File: src/rtl/muldiv_pkg.sv
package muldiv_pkg;
   typedef enum logic [1:0] {
      MD_MUL_S = 2'b00,
      MD_MUL_U = 2'b01,
      MD_DIV_S = 2'b10,
      MD_DIV_U = 2'b11
   } md_op_e;

   function automatic logic op_is_div(input logic [1:0] code);
      return code[1];
   endfunction

   function automatic logic op_is_signed(input logic [1:0] code);
      return ~code[0];
   endfunction
endpackage

File: src/rtl/muldiv_mul.sv
// Unsigned magnitude multiplier; ITERATIVE selects array or shift-add form.
module muldiv_mul #(
   parameter int XLEN      = 32,
   parameter bit ITERATIVE = 1'b0
) (
   input  logic              clk,
   input  logic              rst_n,
   input  logic              go,
   input  logic [XLEN-1:0]   mag_a,
   input  logic [XLEN-1:0]   mag_b,
   output logic              fin,
   output logic [2*XLEN-1:0] prod
);
   localparam int PW = 2 * XLEN;
   localparam int CW = $clog2(XLEN);
   localparam logic [CW-1:0] LAST = CW'(XLEN - 1);

   generate
      if (!ITERATIVE) begin : g_array
         logic [XLEN-1:0] a_q, b_q;
         logic            run_q;

         always_ff @(posedge clk or negedge rst_n) begin
            if (!rst_n) begin
               a_q   <= '0;
               b_q   <= '0;
               run_q <= 1'b0;
            end else begin
               run_q <= go;
               if (go) begin
                  a_q <= mag_a;
                  b_q <= mag_b;
               end
            end
         end

         assign fin  = run_q;
         assign prod = PW'(a_q) * PW'(b_q);

         p_mul_one_cycle_r12: assert property (@(posedge clk) disable iff (!rst_n)
            go |=> fin);
      end else begin : g_shift_add
         logic [PW-1:0]   p_q;
         logic [XLEN-1:0] mcand_q;
         logic [CW-1:0]   cnt_q;
         logic            run_q;
         logic [XLEN:0]   upper_sum;
         logic [PW-1:0]   p_nx;

         always_comb begin
            upper_sum = {1'b0, p_q[PW-1:XLEN]} + (p_q[0] ? {1'b0, mcand_q} : '0);
            p_nx      = {upper_sum, p_q[XLEN-1:1]};
         end

         assign fin  = run_q && (cnt_q == LAST);
         assign prod = p_nx;

         always_ff @(posedge clk or negedge rst_n) begin
            if (!rst_n) begin
               p_q     <= '0;
               mcand_q <= '0;
               cnt_q   <= '0;
               run_q   <= 1'b0;
            end else if (go) begin
               p_q     <= {{XLEN{1'b0}}, mag_b};
               mcand_q <= mag_a;
               cnt_q   <= '0;
               run_q   <= 1'b1;
            end else if (run_q) begin
               p_q   <= p_nx;
               cnt_q <= cnt_q + 1'b1;
               if (fin) run_q <= 1'b0;
            end
         end

         p_mul_iter_stops_r12: assert property (@(posedge clk) disable iff (!rst_n)
            fin |=> !run_q);
      end
   endgenerate
endmodule

File: src/rtl/muldiv_div.sv
// Restoring divider on unsigned magnitudes, one quotient bit per clock.
module muldiv_div #(
   parameter int XLEN = 32
) (
   input  logic            clk,
   input  logic            rst_n,
   input  logic            go,
   input  logic [XLEN-1:0] mag_n,
   input  logic [XLEN-1:0] mag_d,
   output logic            fin,
   output logic [XLEN-1:0] quo,
   output logic [XLEN-1:0] rem
);
   localparam int CW = $clog2(XLEN);
   localparam logic [CW-1:0] LAST = CW'(XLEN - 1);

   logic [XLEN-1:0] rem_q, quo_q, dvs_q;
   logic [CW-1:0]   cnt_q;
   logic            run_q;
   logic [XLEN:0]   shifted, trial;
   logic            take;
   logic [XLEN-1:0] rem_nx, quo_nx;

   always_comb begin
      shifted = {rem_q, quo_q[XLEN-1]};
      trial   = shifted - {1'b0, dvs_q};
      take    = ~trial[XLEN];
      rem_nx  = take ? trial[XLEN-1:0] : shifted[XLEN-1:0];
      quo_nx  = {quo_q[XLEN-2:0], take};
   end

   assign fin = run_q && (cnt_q == LAST);
   assign quo = quo_nx;
   assign rem = rem_nx;

   always_ff @(posedge clk or negedge rst_n) begin
      if (!rst_n) begin
         rem_q <= '0;
         quo_q <= '0;
         dvs_q <= '0;
         cnt_q <= '0;
         run_q <= 1'b0;
      end else if (go) begin
         rem_q <= '0;
         quo_q <= mag_n;
         dvs_q <= mag_d;
         cnt_q <= '0;
         run_q <= 1'b1;
      end else if (run_q) begin
         rem_q <= rem_nx;
         quo_q <= quo_nx;
         cnt_q <= cnt_q + 1'b1;
         if (fin) run_q <= 1'b0;
      end
   end

   // a zero divisor must yield an all-ones quotient magnitude
   p_div_zero_ones_r6: assert property (@(posedge clk) disable iff (!rst_n)
      (fin && dvs_q == '0) |-> (quo == '1));

   p_div_stops_r11: assert property (@(posedge clk) disable iff (!rst_n)
      fin |=> !run_q);
endmodule

File: src/rtl/muldiv_unit.sv
module muldiv_unit #(
   parameter int XLEN          = 32,
   parameter bit MUL_ITERATIVE = 1'b0
) (
   input  logic            clk,
   input  logic            rst_n,
   input  logic            start,
   input  logic [1:0]      op,
   input  logic [XLEN-1:0] src_a,
   input  logic [XLEN-1:0] src_b,
   input  logic            hi_wr,
   input  logic            lo_wr,
   input  logic [XLEN-1:0] wr_data,
   output logic            busy,
   output logic            done,
   output logic [XLEN-1:0] hi_out,
   output logic [XLEN-1:0] lo_out
);
   import muldiv_pkg::*;

   localparam int PW = 2 * XLEN;

   generate
      if (XLEN < 4 || (XLEN % 2) != 0) begin : g_bad_width
         $error("muldiv_unit: XLEN must be even and at least 4");
      end
   endgenerate

   logic            busy_q, done_q;
   logic [XLEN-1:0] hi_q, lo_q;
   logic            neg_main_q, neg_rem_q;

   logic            accept, sgn;
   logic [XLEN-1:0] mag_a, mag_b;
   logic            mul_fin, div_fin, fin_any;
   logic [PW-1:0]   mul_prod, mul_signed;
   logic [XLEN-1:0] div_quo, div_rem;
   logic [XLEN-1:0] res_hi, res_lo;

   assign accept = start && !busy_q;
   assign sgn    = op_is_signed(op);
   assign mag_a  = (sgn && src_a[XLEN-1]) ? (~src_a + 1'b1) : src_a;
   assign mag_b  = (sgn && src_b[XLEN-1]) ? (~src_b + 1'b1) : src_b;

   muldiv_mul #(.XLEN(XLEN), .ITERATIVE(MUL_ITERATIVE)) u_mul (
      .clk   (clk),
      .rst_n (rst_n),
      .go    (accept && !op_is_div(op)),
      .mag_a (mag_a),
      .mag_b (mag_b),
      .fin   (mul_fin),
      .prod  (mul_prod)
   );

   muldiv_div #(.XLEN(XLEN)) u_div (
      .clk   (clk),
      .rst_n (rst_n),
      .go    (accept && op_is_div(op)),
      .mag_n (mag_a),
      .mag_d (mag_b),
      .fin   (div_fin),
      .quo   (div_quo),
      .rem   (div_rem)
   );

   assign fin_any = mul_fin || div_fin;

   // Sign restoration: product/quotient negated on differing signs,
   // remainder follows the dividend. Zero divisor falls out of the same rule.
   always_comb begin
      mul_signed = neg_main_q ? (~mul_prod + 1'b1) : mul_prod;
      if (div_fin) begin
         res_lo = neg_main_q ? (~div_quo + 1'b1) : div_quo;
         res_hi = neg_rem_q  ? (~div_rem + 1'b1) : div_rem;
      end else begin
         res_lo = mul_signed[XLEN-1:0];
         res_hi = mul_signed[PW-1:XLEN];
      end
   end

   always_ff @(posedge clk or negedge rst_n) begin
      if (!rst_n) begin
         busy_q     <= 1'b0;
         done_q     <= 1'b0;
         hi_q       <= '0;
         lo_q       <= '0;
         neg_main_q <= 1'b0;
         neg_rem_q  <= 1'b0;
      end else begin
         done_q <= fin_any;
         if (accept) begin
            busy_q     <= 1'b1;
            neg_main_q <= sgn && (src_a[XLEN-1] ^ src_b[XLEN-1]);
            neg_rem_q  <= sgn && src_a[XLEN-1];
         end else if (fin_any) begin
            busy_q <= 1'b0;
         end
         if (fin_any) begin
            hi_q <= res_hi;
            lo_q <= res_lo;
         end else begin
            if (hi_wr) hi_q <= wr_data;
            if (lo_wr) lo_q <= wr_data;
         end
      end
   end

   assign busy   = busy_q;
   assign done   = done_q;
   assign hi_out = hi_q;
   assign lo_out = lo_q;

   p_busy_falls_with_done_r11: assert property (@(posedge clk) disable iff (!rst_n)
      $fell(busy_q) |-> done_q);

   p_done_needs_busy_r11: assert property (@(posedge clk) disable iff (!rst_n)
      done_q |-> $past(busy_q));

   p_start_ignored_r9: assert property (@(posedge clk) disable iff (!rst_n)
      (busy_q && !fin_any) |=> busy_q);

   p_hi_held_r10: assert property (@(posedge clk) disable iff (!rst_n)
      (busy_q && !fin_any && !hi_wr) |=> $stable(hi_q));

   p_lo_held_r10: assert property (@(posedge clk) disable iff (!rst_n)
      (busy_q && !fin_any && !lo_wr) |=> $stable(lo_q));
endmodule

File: config.mk
export PLATFORM = sky130hd
export DESIGN_NAME = muldiv_unit
export DESIGN_NICKNAME = d
export VERILOG_FILES = /design/src/rtl/muldiv_pkg.sv /design/src/rtl/muldiv_mul.sv /design/src/rtl/muldiv_div.sv /design/src/rtl/muldiv_unit.sv
export SDC_FILE = /design/constraint.sdc
export NUM_CORES = 2
export LEC_CHECK = 0
export BUFFER_PORTS_ARGS = -buffer_cell sky130_fd_sc_hd__buf_4
export CAP_MARGIN = 20
export CORE_MARGIN = 2
export CORE_UTILIZATION = 50
export DETAILED_ROUTE_END_ITERATION = 12
export PLACE_DENSITY = 0.68
export SKIP_LAST_GASP = 1
export SYNTH_ARGS = -nofsm -noshare
export SYNTH_HDL_FRONTEND = slang
export SYNTH_SLANG_ARGS = --single-unit
File: constraint.sdc
create_clock -name clk -period 12.8 [get_ports clk]
set_input_delay 1.28 -clock clk [delete_from_list [all_inputs] [get_ports clk]]
set_output_delay 1.28 -clock clk [all_outputs]
set_load 0.02 [all_outputs]
==> impl_metrics.yaml <==
sta:
  drv_slew: 0
  finalSetupViolations: 0
  rsz0062_at_grt: "false"
  hold_viol: 0
  fmaxAchievable_mhz: 102
  fin_crit_ns: 9.77
  setup_tns_ns: 0
  max-slew-margin-rel_pct: 25.3
  worstMarginPinSlew_ns: 1.11
  clock_skew_ns: 0.0477
  period_share_pct: 76.3
  holdWs_ns: 0.480
routing:
  drtAntennaViolNets: 0
  drcViolationCount: 0
  firstDrtPassIters: 8
  dr_total_vias: 41900
  wl_per_cell_um: 22.1
  viasPerCell: 5.79
  drtIter0Drc: 3208
  drt-total-wl_mm: 160
logic_synthesis:
  yosys.cell_count.top_type: "inv_1"
  synth_fp_nets: 7211
  yosysSeqAreaShare_pct: 11.5
  synth_edf_count: 0
  postSynthCellCount: 5909
  synth_cell_types: 101
  synth.avg_cell_area_sq_um: 8.66
  ys.flop_type: "dfrtp_1"
  async_flop_share_pct: 100
  syn_area_sq_mm: 0.0512
  ys_seq_elements: 235
  synth_area_leaders: "fa_1 (35%), dfrtp_1 (11%), and2_1 (7.5%)"
  netlist.area_leader.share_pct: 35.1
  yosys_warnings: 0
  synth_top_area_cell: "fa_1"
  synth_commonest_cells: "inv_1 (925), fa_1 (897), nand2_1 (738), and2_1 (613), clkbuf_1 (306)"
cts:
  post_cts_resized: 0
  cts_buffers: 27
  cts_setup_buffers: 0
  clock_latency_ns: 0.62
  cts_tree: "built"
  cts_hold_buf: 0
  root_buffer: "clkbuf_16"
  clk_pin_slew_ns: 0.07
  cts.sinks: 235
  cts_buffer_depth: 3
  cts.htree.levels: 1
critical_path:
  crit_arrival_ns: 10.30
  cp-end-kind: "flop"
  critPathRequiredTime_ns: 13.33
  cp-start-kind: "flop"
  crit_fanout: 18
  crit_family: "adder cells"
  crit_path_max_incr_delay_ns: 0.80
  path_class: "reg2reg"
  crit_path_frequent_cell: "fa_1"
  crit_buf_inv: 4
  cp_slowest_cell: "dfrtp_1"
global_routing:
  track_usage_pct: 31.2
  grt_pass1_wl_mm: 253
  grt_pass1_vias: 43400
  grt_max_degree: 132
  overflow: 0
  antenna_found_initial: 6
finish:
  nNetsFinal: 7143
  drive_gt1_share_pct: 6.28
  final_util_pct: 53.6
  syn_to_final_growth_pct: 6.40
  design_area_sq_mm: 0.0544
flow_run:
  maxCapViolCount: 0
die:
  die_area_sq_mm: 0.105
  initial_utilization_pct: 50.4
  core_area_sq_mm: 0.102
  rows: 117
  ioPinCount: 169
  die_h_um: 324
  die_w_um: 324
placed_design:
  portBuffers: 168
  dpl_cell_area_sq_mm: 0.0534
  gp_congestion: 0.978
  dp_hpwl_mm: 131
min_path:
  hold_path.class: "reg2reg"
outcome:
  status: "complete, no violations"
state kept, by name (all words and copies together), names as in the netlist:
name and flops:
busy 1, hi_out 32, neg_rem_q 1, u_div.cnt_q 5, u_mul.g_array.b_q 32, u_mul.fin 1
neg_main_q 1, u_div.rem_q 32, done 1, u_div.quo_q 32, u_mul.g_array.a_q 32, u_div.dvs_q 32
u_div.run_q 1, lo_out 32
layout make-up:
cell class                 instances  area [sq um]
fill                            9521         47200
multi-input combinational       4402         40500
sequential                       235          5890
inverter                         927          3480
timing repair buffer             248          1960
tap                             1368          1710
clock buffer                      35           716
clock inverter                    15           205
antenna                            3          7.51
worst paths after layout:
kind	from	to	slack [ns]	cells past startpoint
setup / recovery	u_mul.g_array.b_q[24]	hi_out[25]	3.03	26
hold / removal	u_mul.g_array.b_q[31]	u_mul.g_array.b_q[31]	0.48	2
setup reg to reg	u_mul.g_array.b_q[24]	hi_out[25]	3.03	26
hold reg to reg	u_mul.g_array.b_q[31]	u_mul.g_array.b_q[31]	0.48	2
max in group asynchronous	rst_n	u_div.run_q	10.77	2
min in group asynchronous	rst_n	u_div.rem_q[15]	0.76	1
routing by layer:
metal	vias up	routed length (um)	track usage, %
met5	-	54	0
met4	10	6950	11.7
met3	347	10400	3.96
met2	1557	74600	50.9
met1	21300	67700	42.7
li1	18600	-	-
cell families after synthesis:
kind of cell	after synthesis	share of synthesized area, %
buffers and inverters	1272	9.45
AOI/OAI and AO/OA	930	11.5
DFF	235	11.5
adders and majority gates	1199	42.5
xor gates and xnor gates	227	3.89
and+or+nand+nor	1954	19.3
muxes	92	1.88
cell usage in the layout (no fill, tap or decap), drive strengths merged, types with 9 or more instances in the layout:
cell,count
inv,928
fa,897
nand2,738
and2,614
ha,302
o21ai,276
a21oi,265
buf,248
dfrtp,235
nor2,211
xnor2,132
a211oi,97
xor2,95
mux2i,68
nor3,62
nand3,48
a21o,46
nor2b,45
nor4,44
nand4,43
or3,40
clkbuf,35
o31ai,28
mux2,23
a31oi,22
nand2b,21
o41ai,21
o22ai,20
o21a,19
or4,18
nand3b,15
o211ai,15
and3,14
o21bai,12
a2111oi,11
o31a,10
nor3b,9
and4,9
worst min-delay path: stages (launching register included):
cell and delay (ns):
dfrtp_1 0.34, nand2_1 0.05, o21ai_0 0.06
stage by stage:
step / worst slack (ns) / instances
floorplan: 4.49 / 5909
global placement: 3.00 / 7176
detailed placement: 3.05 / 7177
CTS: 3.00 / 7227
global route: 2.45 / 7230
finish: 3.03 / 7233
Power is left out: the tool's default activity adds up to more than one toggle a clock period on the data nets, which glitch-free logic cannot reach.
